==> src/rtl/cid_pkg.sv <==
package cid_pkg;
  localparam int CID_DATA_W   = 32;
  localparam int CID_ADDR_W   = 12;
  localparam int CID_IDX_W    = 4;
  localparam int CID_NUM_DESC = 1 << CID_IDX_W;
  localparam int CID_CTYPE_W  = 21;
  localparam int CID_NUM_BANK = 2;

  localparam logic [CID_ADDR_W-1:0] OFS_LEVEL  = 12'hD78;
  localparam logic [CID_ADDR_W-1:0] OFS_TYPE   = 12'hD7C;
  localparam logic [CID_ADDR_W-1:0] OFS_SIZE   = 12'hD80;
  localparam logic [CID_ADDR_W-1:0] OFS_SELECT = 12'hD84;

  typedef enum logic [2:0] {
    REG_NONE,
    REG_LEVEL,
    REG_TYPE,
    REG_SIZE,
    REG_SELECT
  } reg_sel_e;

  function automatic logic [CID_DATA_W*CID_NUM_DESC-1:0] default_table();
    logic [CID_DATA_W*CID_NUM_DESC-1:0] tbl;
    tbl = '0;
    for (int k = 0; k < CID_NUM_DESC; k++) begin
      tbl[k*CID_DATA_W +: CID_DATA_W] = 32'h7000_E01A + (32'(k) << 13);
    end
    return tbl;
  endfunction
endpackage

==> src/rtl/cid_decode.sv <==
module cid_decode
  import cid_pkg::*;
#(
  parameter int ADDR_W = CID_ADDR_W
) (
  input  logic [ADDR_W-1:0] addr_i,
  output reg_sel_e          sel_o
);
  always_comb begin
    unique case (addr_i)
      ADDR_W'(OFS_LEVEL):  sel_o = REG_LEVEL;
      ADDR_W'(OFS_TYPE):   sel_o = REG_TYPE;
      ADDR_W'(OFS_SIZE):   sel_o = REG_SIZE;
      ADDR_W'(OFS_SELECT): sel_o = REG_SELECT;
      default:             sel_o = REG_NONE;
    endcase
  end
endmodule

==> src/rtl/cid_sel_bank.sv <==
module cid_sel_bank
  import cid_pkg::*;
#(
  parameter int IDX_W    = CID_IDX_W,
  parameter int NUM_BANK = CID_NUM_BANK,
  parameter bit RAZWI    = 1'b0,
  localparam int BANK_W  = $clog2(NUM_BANK)
) (
  input  logic             clk_i,
  input  logic             rst_ni,
  input  logic             wr_i,
  input  logic [BANK_W-1:0] bank_i,
  input  logic [IDX_W-1:0] wdata_i,
  output logic [IDX_W-1:0] idx_o
);
  logic [IDX_W-1:0] bank_q [NUM_BANK];

  always_ff @(posedge clk_i or negedge rst_ni) begin
    if (!rst_ni) begin
      for (int b = 0; b < NUM_BANK; b++) bank_q[b] <= '0;
    end else if (wr_i && !RAZWI) begin
      for (int b = 0; b < NUM_BANK; b++) begin
        if (bank_i == BANK_W'(b)) bank_q[b] <= wdata_i;
      end
    end
  end

  // read-as-zero collapses the index so entry 0 is seen
  assign idx_o = RAZWI ? '0 : bank_q[bank_i];

  for (genvar g = 0; g < NUM_BANK; g++) begin : g_chk
    AST_BANK_STORE: assert property (@(posedge clk_i) disable iff (!rst_ni)
      (wr_i && !RAZWI && bank_i == BANK_W'(g)) |=> bank_q[g] == $past(wdata_i))
      else $error("bank store");
    AST_BANK_ISOLATE: assert property (@(posedge clk_i) disable iff (!rst_ni)
      (wr_i && bank_i != BANK_W'(g)) |=> $stable(bank_q[g]))
      else $error("bank isolate");
    AST_RAZWI_HOLD: assert property (@(posedge clk_i) disable iff (!rst_ni)
      (wr_i && RAZWI) |=> $stable(bank_q[g]))
      else $error("razwi hold");
  end
endmodule

==> src/rtl/cid_desc_mux.sv <==
module cid_desc_mux
  import cid_pkg::*;
#(
  parameter int DATA_W   = CID_DATA_W,
  parameter int IDX_W    = CID_IDX_W,
  localparam int NUM_DESC = 1 << IDX_W,
  parameter logic [DATA_W*NUM_DESC-1:0] TABLE = '0
) (
  input  logic [IDX_W-1:0]  idx_i,
  output logic [DATA_W-1:0] desc_o
);
  logic [DATA_W-1:0] desc_arr [NUM_DESC];

  for (genvar k = 0; k < NUM_DESC; k++) begin : g_ent
    assign desc_arr[k] = TABLE[k*DATA_W +: DATA_W];
  end

  assign desc_o = desc_arr[idx_i];
endmodule

==> src/rtl/cache_id_regs.sv <==
module cache_id_regs
  import cid_pkg::*;
#(
  parameter int ADDR_W = CID_ADDR_W,
  parameter int DATA_W = CID_DATA_W,
  parameter logic [DATA_W-1:0] LEVEL_WORD = 32'h0920_0003,
  parameter logic [DATA_W-1:0] TYPE_WORD  = 32'h8303_C003,
  parameter logic [DATA_W*CID_NUM_DESC-1:0] DESC_TABLE = cid_pkg::default_table()
) (
  input  logic              clk_i,
  input  logic              rst_ni,
  input  logic [ADDR_W-1:0] addr_i,
  input  logic [DATA_W-1:0] wdata_i,
  input  logic              we_i,
  input  logic              re_i,
  input  logic              secure_i,
  output logic [DATA_W-1:0] rdata_o
);
  localparam int IDX_W = CID_IDX_W;
  localparam bit RAZWI = (LEVEL_WORD[CID_CTYPE_W-1:0] == '0);

  reg_sel_e          sel;
  logic              sel_wr;
  logic [IDX_W-1:0]  idx;
  logic [DATA_W-1:0] desc;
  logic [DATA_W-1:0] rd_next;
  logic [DATA_W-1:0] rdata_q;
  logic              unused_wdata;

  assign unused_wdata = ^wdata_i[DATA_W-1:IDX_W];

  cid_decode #(.ADDR_W(ADDR_W)) u_decode (
    .addr_i (addr_i),
    .sel_o  (sel)
  );

  assign sel_wr = we_i && (sel == REG_SELECT);

  cid_sel_bank #(
    .IDX_W    (IDX_W),
    .NUM_BANK (CID_NUM_BANK),
    .RAZWI    (RAZWI)
  ) u_bank (
    .clk_i   (clk_i),
    .rst_ni  (rst_ni),
    .wr_i    (sel_wr),
    .bank_i  (secure_i),
    .wdata_i (wdata_i[IDX_W-1:0]),
    .idx_o   (idx)
  );

  cid_desc_mux #(
    .DATA_W (DATA_W),
    .IDX_W  (IDX_W),
    .TABLE  (DESC_TABLE)
  ) u_mux (
    .idx_i  (idx),
    .desc_o (desc)
  );

  always_comb begin
    unique case (sel)
      REG_LEVEL:  rd_next = LEVEL_WORD;
      REG_TYPE:   rd_next = TYPE_WORD;
      REG_SIZE:   rd_next = desc;
      REG_SELECT: rd_next = DATA_W'(idx);
      default:    rd_next = '0;
    endcase
  end

  always_ff @(posedge clk_i or negedge rst_ni) begin
    if (!rst_ni) rdata_q <= '0;
    else         rdata_q <= re_i ? rd_next : '0;
  end

  assign rdata_o = rdata_q;

  AST_LEVEL_READ: assert property (@(posedge clk_i) disable iff (!rst_ni)
    (re_i && addr_i == ADDR_W'(OFS_LEVEL)) |=> rdata_o == LEVEL_WORD)
    else $error("level read");
  AST_TYPE_READ: assert property (@(posedge clk_i) disable iff (!rst_ni)
    (re_i && addr_i == ADDR_W'(OFS_TYPE)) |=> rdata_o == TYPE_WORD)
    else $error("type read");
  AST_IDLE_ZERO: assert property (@(posedge clk_i) disable iff (!rst_ni)
    !re_i |=> rdata_o == '0)
    else $error("idle zero");
  AST_UNMAPPED_ZERO: assert property (@(posedge clk_i) disable iff (!rst_ni)
    (re_i && sel == REG_NONE) |=> rdata_o == '0)
    else $error("unmapped zero");
  AST_SELECT_UPPER_ZERO: assert property (@(posedge clk_i) disable iff (!rst_ni)
    (re_i && sel == REG_SELECT) |=> rdata_o[DATA_W-1:IDX_W] == '0)
    else $error("select upper");
  AST_RAZ_SELECT: assert property (@(posedge clk_i) disable iff (!rst_ni)
    (RAZWI && re_i && sel == REG_SELECT) |=> rdata_o == '0)
    else $error("raz select");
  AST_RAZ_SIZE: assert property (@(posedge clk_i) disable iff (!rst_ni)
    (RAZWI && re_i && sel == REG_SIZE) |=> rdata_o == DESC_TABLE[DATA_W-1:0])
    else $error("raz size");
endmodule

==> config.mk <==
export PLATFORM = sky130hd
export DESIGN_NAME = cache_id_regs
export DESIGN_NICKNAME = d
export VERILOG_FILES = /design/src/rtl/cid_pkg.sv /design/src/rtl/cid_decode.sv /design/src/rtl/cid_sel_bank.sv /design/src/rtl/cid_desc_mux.sv /design/src/rtl/cache_id_regs.sv
export SDC_FILE = /design/constraint.sdc
export NUM_CORES = 1
export LEC_CHECK = 0
export BUFFER_PORTS_ARGS = -buffer_cell sky130_fd_sc_hd__buf_2
export CORE_ASPECT_RATIO = 0.8
export CORE_MARGIN = 10
export CORE_UTILIZATION = 52
export CTS_CLUSTER_DIAMETER = 200
export DETAILED_ROUTE_END_ITERATION = 6
export PLACE_DENSITY = 0.85
export SLEW_MARGIN = 20
export SYNTH_ARGS = -nofsm -noshare
export SYNTH_HDL_FRONTEND = slang
export SYNTH_HIERARCHICAL = 1
export SYNTH_SLANG_ARGS = --single-unit
==> constraint.sdc <==
create_clock -name clk_i -period 3.4 [get_ports clk_i]
set_input_delay 0.51 -clock clk_i [delete_from_list [all_inputs] [get_ports clk_i]]
set_output_delay 0.51 -clock clk_i [all_outputs]
set_load 0.02 [all_outputs]
* After elaboration in Yosys (flattened, before gate mapping)
Memory sizes are Yosys's and may differ from the RTL's.
Index checks and enable logic that the tools add are counted.
** Storage, ports and cells
- Register bits after elaboration :: 40
- Input bits :: 49
- Output and inout port bits :: 32
- Memories kept :: 1
- Bits in read-only memories :: 512
** Operators by class
- Magnitude comparators :: 2
- Eq/ne operators :: 8
- Muxes and demuxes :: 8
- Reduce and logical (&&, ||, !) cells :: 3
- Bitwise logic cells :: 3
** Memory list
- (no name shown) :: words 16, width 32, rd ports 1, clocked after memory_dff 0, write ports 0, RTL line cid_desc_mux.sv:18 : assign desc_o = desc_arr[idx_i];
** Operators by type and width (number)
- 32-bit case mux with 4 select lines :: 1
- 32-bit 2-to-1 mux :: 3
- 12-bit equality test (second input constant) :: 4
- 4-bit 2-to-1 mux :: 3
- 3-bit case mux with 4 select lines :: 1
- 3-bit by 2-bit equality test with 1-bit output (second input constant) :: 2
- 5-bit greater-or-equal comparator (second input constant) :: 1
- 4-bit NOT with 5-bit output :: 1
- 2-bit AND reduction :: 2
- 3-bit by 1-bit equality test with 1-bit output (second input constant) :: 1
- 3-bit equality test (second input constant) :: 1
- 2-bit greater-or-equal comparator (second input constant) :: 1
- 1-bit NOT with 2-bit output :: 1
- 1-bit logical AND :: 1
- 1-bit NOT :: 1

* Depth between registers and ports, before layout
Gate-level depths: netlist of the first run.
- Depth after elaboration :: 10
- Depth in mapped cells :: 7
- Depth with buffers taken out :: 7

* Modules after synthesis
Netlist of the first run, hierarchy kept.
** By module, submodules not included
- cache_id_regs :: sequential area each 800.8 µm², area an instance 1147.4 µm², cells each 91, instances 1
- cid_sel_bank :: sequential area each 200.2 µm², area an instance 365.4 µm², cells each 22, instances 1
- cid_desc_mux :: sequential area each 0.0 µm², area an instance 289.0 µm², cells each 40, instances 1
- cid_decode :: sequential area each 0.0 µm², area an instance 75.1 µm², cells each 11, instances 1

* Worst setup path before layout of the first run
Ideal clock, no wire load.
- Path type :: input port to flip-flop
- Start :: in addr_i[5]
- End :: reg u_bank/bank_q[4] (netlist bit)
- Stages on the path :: 7
- Arrival :: 2.066 ns
- Setup slack :: 1.210 ns
- Cells stage by stage :: nor4b_1 nand2_1 o22ai_1 nor3b_2 and2_1 nor2b_2 mux2_2
** On the way
- Longest elaborated chain between the ends :: 5
- Elaborated cells on any way between the ends :: 8
- Classes of those cells :: eq/ne (5); mux (1); reduce/logical (2)
** RTL lines
- start, declared :: RTL line cache_id_regs.sv:12 : input logic [ADDR_W-1:0] addr_i,
- 12-bit equality test :: RTL line cid_decode.sv:10 : unique case (addr_i)
- 3-bit case mux with 4 select lines * :: RTL line cid_decode.sv:10
- net sel[1] :: RTL line cache_id_regs.sv:22 : reg_sel_e sel;
- 3-bit equality test * :: RTL line cache_id_regs.sv:37 : assign sel_wr = we_i && (sel == REG_SELECT);
- 1-bit logical AND * :: RTL line cache_id_regs.sv:37
- net sel_wr :: RTL line cache_id_regs.sv:23 : logic sel_wr;
- 2-bit AND reduction (no source line) *
- end signal, assigned by index :: RTL line cid_sel_bank.sv:23 : if (bank_i == BANK_W'(b)) bank_q[b] <= wdata_i;
- end, declared :: RTL line cid_sel_bank.sv:16 : logic [IDX_W-1:0] bank_q [NUM_BANK];
Mark *: on every way through the listed nets, which the timed path passes. The rest lies on a longest branch.
A chain may end at the register's enable or synchronous reset.

* Worst setup path in the final report of the first run
- Start :: in addr_i[5]
- End :: reg u_bank/bank_q[6] (netlist bit)
Same word-level chain as after synthesis.

==> metrics.md, run 1 <==
| Metric | Value |
|---|---|
| Largest net degree at the start of global routing | `41` |
| Routed vias/inst | `around 4.4` |
| Wire per inst | `~12 um` |
| Metal-1 WL | `approximately 1400 um` |
| Maximum vdd ir drop | `0.2660 mV` |
| WP data required | `around 3600 ps` |
| Final WS setup | `roughly 1200 ps` |
| Share of layout cells above drive strength 1 | `0.3694` |
| First-pass GRT wire length | `5464 um` |
| Max-cap violations | `0` |
| DR iter-0 viols | `27` |
| Syn_area_per_cell | `11.44 um^2` |
| Setup crit start kind | `primary input` |
| Final instance area | `0.002195 mm^2` |
| Hold Fails Final Rpt | `0` |
| DRC | `0` |
| Post-synth top area share | `0.5333` |
| RSZ-0062 raised after global routing | `no` |
| Initial Utilization | `0.5445` |
| FF+latch count, synth | `40` |
| Final Cycle Share | `0.6602` |
| Initial antenna violation count | `0` |
| Die X | `just under 90 um` |
| CTS tree | `done` |
| EDFF count, synth | `0` |
| Core ar. | `approximately 0.0034 mm^2` |
| Clock transition at the registers of the reported paths | `80 ps` |
| Post-DP Area | `0.002083 mm^2` |
| Pin slew with the least headroom to its limit | `between 800 and 900 ps` |
| Setup Crit Path Kind | `in2reg` |
| Setup TNS | `0 ps` |
| Synth area leaders | `dfrtp_1 (53%), buf_4 (11%), and2_1 (6.7%), mux2_2 (4.8%), mux2_4 (3.2%)` |
| # IOs | `slightly above 80` |
| Area growth syn-to-layout | `16.93%` |
| Clock skew | `approximately 1.1 ps` |
| Die height | `73.74 um` |
| Synthesized area | `0.001877 mm^2` |
| Met2 wire length | `1482 um` |
| Status | `completed` |
| Sequential area share after synthesis | `0.5333` |
| H-tree Lvls | `2` |
| GRT overflow | `0` |
| Vias | `~1,200` |
| Post-synth top flop | `dfrtp_1` |
| Worst slew margin | `0.4179` |
| Ys Warns | `6` |
| # Post-CTS Setup Buffers | `0` |
| Slew Limit Fails | `0` |
| Post-DP HPWL | `approximately 2500 um` |
| Pwr dens | `406.8 mW/mm^2` |
| Pre-CTS setup slack | `858.8 ps` |
| Post-synth top cells | `dfrtp_1 (40), buf_4 (28), and2_1 (20)` |
| Routed Antenna Nets | `0` |
| Synthesized instance count | `approximately 160` |
| Minimum clock period | `~2200 ps` |
| I/O Buffers | `52` |
| Critical Path Sink Type | `register` |
| Total GRT Usage | `0.1085` |
| Leak | `about 0.0012 uW` |
| Full die area | `0.006427 mm^2` |
| FMAX | `445.5 MHz` |
| CP max FO | `5` |
| RePlAce Congestion | `around 0.76` |
| Critical Path AT | `2430 ps` |
| Row count | `19` |
| # diodes | `0` |
| Clock sinks | `40` |
| CTS Buffer Depth | `2` |
| Worst skew pair latency | `290 ps` |
| CTS Root Cell | `clkbuf_8` |
| Drt pass-1 iters | `4` |
| Cts hold-fix bufs | `0` |
| Most numerous cell in the Yosys netlist | `dfrtp_1` |
| Synth unique cells | `31` |
| # resized after CTS | `0` |
| TritonCTS buffer count | `5` |
| Post-synth top area cell | `dfrtp_1` |
| Final setup fails | `0` |
| Tot Pwr | `just under 900 uW` |
| Vias in the first global route | `roughly 1,300` |
| Async SR Flop Fraction | `1.000` |
| Uppermost routed layer | `met4` |
| HP Class | `in2async` |
| Fin nets | `roughly 270` |
| Met3 WL | `between 300 and 400 um` |
| Routed wire length | `approximately 3200 um` |
[metrics by stage]
| stage | util | hold slack, ps | std cells |
|---|---|---|---|
| 6_report | 0.6367 | 327.7 | 264 |
| 5_1_grt | 0.6367 | 396.9 | 264 |
| 4_1_cts | 0.6367 | 362.4 | 264 |
| 3_5_place_dp | 0.6044 | 490.3 | 256 |
| 3_3_place_gp | 0.6044 | 484.7 | 256 |
| 2_1_floorplan | - | 214.4 | 189 |
[registers in the layout (all words and copies together), names as in the netlist]
name	flops
rdata_o	32
u_bank/bank_q	8
[per-layer routing]
layer | up-vias | global-route usage
li1 | 591 | -
met3 | 7 | 0.06077
met5 | - | 0
met2 | 39 | 0.1763
met1 | 521 | 0.1134
met4 | 0 | 0.04770
[final cells by class]
type / instances / area [um^2]
multi-input cells: 108 / 709.4
well taps: 42 / 52.55
flip-flops and latches: 40 / 1001
inverters: 12 / 45.04
clock inverters: 3 / 42.54
clock buffers: 5 / 68.82
repair buffers: 54 / 275.3
fillers: 285 / 1252
[worst paths after layout]
check,start,end,slack [ps],cells past startpoint
setup / recovery,addr_i[5],u_bank/bank_q[6]$_DFFE_PN0P_,1160,8
hold / removal,rst_ni,u_bank/bank_q[4]$_DFFE_PN0P_,330,1
setup reg to reg,u_bank/bank_q[0]$_DFFE_PN0P_,rdata_o[16]$_DFF_PN0_,1980,7
hold reg to reg,u_bank/bank_q[2]$_DFFE_PN0P_,u_bank/bank_q[2]$_DFFE_PN0P_,510,1
max in group asynchronous,rst_ni,rdata_o[5]$_DFF_PN0_,2530,1
min in group clk_i,wdata_i[0],u_bank/bank_q[0]$_DFFE_PN0P_,460,2
[critical path, cell delays in order]
cell and delay [ps]:
buf_2 100, nor4b_1 290, nand2_1 130, nor2_1 220, nor3b_2 340, and2_1 210
nor2b_2 250, mux2_2 370
[logic make-up (layout without fill, tap and decap cells)]
group,after synthesis,in the layout,synth area share
other,2,27,0.004001
multiplexers,12,12,0.08000
buffers and inverters,41,74,0.1387
AND/OR/NAND/NOR,46,46,0.1647
AO/OA/AOI/OAI,21,21,0.06600
adder cells (fa/ha/maj),2,2,0.01333
flip-flops,40,40,0.5333
[power by group]
group          internal, uW  leakage, uW  switching, uW
registers               476     0.000559          0.117
logic                  13.2     0.000625           20.6
clock network           217    0.0000541            166
[cell usage in the layout (no fill, tap or decap), drive strengths merged]
cell	Yosys	layout
nor3	1	1
inv	12	12
a22oi	2	2
nand4b	1	1
bufinv	0	1
nor4b	2	2
dfrtp	40	40
nor2	3	3
clkbuf	0	5
nand2	7	7
o22ai	1	1
o21ai	4	4
and3b	1	1
a21oi	10	10
a21boi	3	3
nor2b	5	5
nand2b	1	1
o21ba	1	1
conb	2	27
and2	20	20
ha	2	2
nand4	2	2
buf	29	54
and2b	1	1
clkinvlp	0	1
clkinv	0	1
nor3b	2	2
mux2	12	12
No activity file was read; power rests on OpenSTA's default activity.
==> run 2: changes to the inputs <==
--- a/config.mk
+++ b/config.mk
@@ -5,13 +5,14 @@
 export SDC_FILE = /design/constraint.sdc
 export NUM_CORES = 1
 export LEC_CHECK = 0
+export ABC_AREA = 1
 export BUFFER_PORTS_ARGS = -buffer_cell sky130_fd_sc_hd__buf_2
 export CORE_ASPECT_RATIO = 0.8
 export CORE_MARGIN = 10
-export CORE_UTILIZATION = 52
+export CORE_UTILIZATION = 49
 export CTS_CLUSTER_DIAMETER = 200
 export DETAILED_ROUTE_END_ITERATION = 6
-export PLACE_DENSITY = 0.85
+export PLACE_DENSITY = 0.8
 export SLEW_MARGIN = 20
 export SYNTH_ARGS = -nofsm -noshare
 export SYNTH_HDL_FRONTEND = slang
==> constraint.sdc (replaced) <==
create_clock -name clk_i -period 2.25 [get_ports clk_i]
set_input_delay 0.3375 -clock clk_i [delete_from_list [all_inputs] [get_ports clk_i]]
set_output_delay 0.3375 -clock clk_i [all_outputs]
set_load 0.02 [all_outputs]
==> run 2 against run 1 <==
Clock power grew 17%. Setup slack lost 470 ps. Worst hold slack got worse by 180 ps. Sequential share of layout area shrank 2.3 points. Clock-buffer cell count unchanged. Via count grew 25%. Die area grew 11%. Sequential power is 51% higher. Final area rose by 5.4%. Register-to-register slack got worse by 980 ps. Final cell count rose by 36%. First-iteration DRC count grew to 2.5 times the previous value. Critical endpoint is now u_bank/bank_q[2]$_DFFE_PN0P_. Largest power group unchanged.
==> metrics.md, run 2 <==
| Metric | Value |
|---|---|
| Drt pass-1 iters | `4` |
| Hold Fails Final Rpt | `0` |
| Max-cap violations | `0` |
| Most numerous cell in the Yosys netlist | `nand2_1` |
| Synth area leaders | `dfrtp_1 (49%), nand2_1 (11%), buf_4 (10%), nor2_1 (6.9%), inv_1 (6.5%)` |
| Share of layout cells above drive strength 1 | `0.2664` |
| Worst path depth | `10` |
| Post-synth top cells | `nand2_1 (58), dfrtp_1 (40), nor2_1 (37)` |
| Vias | `1,449` |
| Critical path origin | `addr_i[10]` |
| Worst setup path endpoint | `u_bank/bank_q[2]$_DFFE_PN0P_` |
| # IOs | `81` |
| Ys Warns | `6` |
| Clock skew | `7.975 ps` |
| Core ar. | `around 0.0039 mm^2` |
| CTS Buffer Depth | `2` |
| Post-synth top area share | `0.4938` |
| Maximum vdd ir drop | `about 0.44 mV` |
| FMAX | `about 640 MHz` |
| HP Class | `in2async` |
| Die height | `77.53 um` |
| Minimum clock period | `around 1600 ps` |
| Largest net degree at the start of global routing | `just over 40` |
| CTS tree | `done` |
| Clock transition at the registers of the reported paths | `roughly 70 ps` |
| Initial Utilization | `0.5192` |
| Max reg flops | `32` |
| Critical Path AT | `around 1700 ps` |
| Die X | `around 92 um` |
| I/O Buffers | `52` |
| Cts hold-fix bufs | `0` |
| Core Util, Final | `0.5923` |
| TritonCTS buffer count | `5` |
| Setup TNS | `0 ps` |
| RSZ-0062 raised after global routing | `no` |
| RePlAce Congestion | `0.7920` |
| Total GRT Usage | `0.1018` |
| GRT overflow | `0` |
| Fillers | `380` |
| Max stage delay cell, worst path | `and3_1` |
| Synth unique cells | `20` |
| Async SR Flop Fraction | `1.000` |
| Register area | `around 0.001 mm^2` |
| H-tree Lvls | `2` |
| Critical Path Sink Type | `register` |
| Setup Crit Path Kind | `in2reg` |
| Most frequent CP cell | `nand2_1` |
| Syn_area_per_cell | `around 8.2 um^2` |
| FF+latch count, synth | `40` |
| Post-synth top flop | `dfrtp_1` |
| Worst skew pair latency | `between 200 and 300 ps` |
| CP top delay family | `simple AND/OR/NAND/NOR gates` |
| Routed wire length | `around 3500 um` |
| Area growth syn-to-layout | `14.07%` |
| Crit path largest cell delay | `450 ps` |
| CP max FO | `10` |
| Final Cycle Share | `0.6943` |
| First-pass GRT wire length | `between 6000 and 7000 um` |
| Initial antenna violation count | `0` |
| CP Cell Sequence | `buf_2, nand2_1, nor2_4, nand3_1, nand2_1, nor2_1, and3_1, nand2_2, nand2_1, nand2_1` |
| # Post-CTS Setup Buffers | `0` |
| EDFF count, synth | `0` |
| Multi-input logic area | `739.5 um^2` |
| Reg2reg end | `rdata_o[16]$_DFF_PN0_` |
| Worst reg2reg path startpoint | `u_bank/bank_q[0]$_DFFE_PN0P_` |
| Clock sinks | `40` |
| Synthesized area | `0.002027 mm^2` |
| WP data required | `about 2400 ps` |
| # diodes | `0` |
| Fin nets | `354` |
| Setup crit start kind | `primary input` |
| Cell count of the worst reg-to-reg path | `9` |
| Synthesized instance count | `248` |
| Post-DP HPWL | `approximately 2800 um` |
| Worst slew margin | `0.4484` |
| Routed Antenna Nets | `0` |
| Final setup fails | `0` |
| Status | `completed` |
| Vias in the first global route | `approximately 1,400` |
| R2r setup slk | `1000 ps` |
| Post-synth top area cell | `dfrtp_1` |
| DRC | `0` |
| Worst Path Buf+Inv | `1` |
| Routed vias/inst | `4.036` |
| DR iter-0 viols | `68` |
| # resized after CTS | `0` |
| Pwr dens | `approximately 530 mW/mm^2` |
| Slew Limit Fails | `0` |
| Commonest cells after routing, fill and taps aside | `nand2_1 (58), buf_2 (52), dfrtp_1 (40)` |
| CTS Root Cell | `clkbuf_8` |
| Full die area | `roughly 0.0071 mm^2` |
| Row count | `20` |
| Wire per inst | `9.649 um` |
| Sequential area share after synthesis | `0.4938` |
| Commonest non-fill, non-tap cell in the layout | `nand2_1` |
| Pin slew with the least headroom to its limit | `827.4 ps` |
| Leak | `approximately 0.0014 uW` |
## run 2: cell count changes in the layout (fill, tap and decap cells not counted), sizes merged, moves of 5 or more
cell   delta
inv      +26
nor2b     -5
a21oi     -7
nand2    +55
mux2     -12
and2     -20
nand3    +15
nor2     +47
## run 2: final cells by class
class | instances | share of cell area
Tap cell | 55 | 0.02976
Clock inverter | 3 | 0.008117
Clock buffer | 5 | 0.02976
Inverter | 38 | 0.06385
Timing Repair Buffer | 53 | 0.1158
Multi-Input combinational cell | 165 | 0.3198
Sequential cell | 40 | 0.4329
## run 2: through the flow
stage / cell area, um^2 / hold slack, ps / cells / setup WS, ps / power, uW
floorplan: 2121 / 41.91 / 273 / 672.4 / 800.7
global placement: 2225 / 454.8 / 351 / 418.9 / 800.7
detailed placement: 2225 / 458.2 / 351 / 411.5 / 802.4
CTS: 2312 / 180.0 / 359 / 710.7 / 1255
global route: 2312 / 212.2 / 359 / 539.9 / 1307
finish: 2312 / 151.9 / 359 / 687.9 / 1236
## run 2: how the worst min path moves through the flow
stage	startpoint	endpoint	cells after the start
3_5_place_dp	u_bank/bank_q[7]$_DFFE_PN0P_	u_bank/bank_q[7]$_DFFE_PN0P_	2
2_1_floorplan	rst_ni	rdata_o[0]$_DFF_PN0_	0
6_report	rst_ni	rdata_o[9]$_DFF_PN0_	1
5_1_grt	rst_ni	rdata_o[23]$_DFF_PN0_	1
4_1_cts	rst_ni	rdata_o[13]$_DFF_PN0_	1
3_3_place_gp	u_bank/bank_q[6]$_DFFE_PN0P_	u_bank/bank_q[6]$_DFFE_PN0P_	2
## run 2: kinds of logic after synthesis
logic type      Yosys count  synth area share
compound gates            4          0.009872
buf+inv                  68            0.1877
fa+ha+maj                 2           0.01234
other cells               2          0.003705
flops                    40            0.4938
simple gates            132            0.2926
## run 2: report_power, final
part / internal (uW) / total [uW] / switching (uW) / leakage, uW
Clock: 216 / 448 / 233 / 0.0000479
Combinational: 21.5 / 69.0 / 47.5 / 0.000827
Sequential: 719 / 719 / 0.196 / 0.000559
Total: 956 / 1240 / 280 / 0.00143
## run 2: worst register-to-register path, cell delays in order, from the launching register on
cell     delay, ps
dfrtp_1        380
nand2_1         80
nand2_1         70
inv_1          100
ha_1           210
nand2_2         60
nand2_1         50
nand2_1         40
nor2_1          90
nor2_1          50
## run 2: routing by layer
layer  vias up  wire length [um]  track usage
met2        33              1714       0.1782
met3         2               305      0.05192
met1       626              1430       0.1087
met4         0                13      0.01846
li1        788                 -            -
met5         -                 0            0
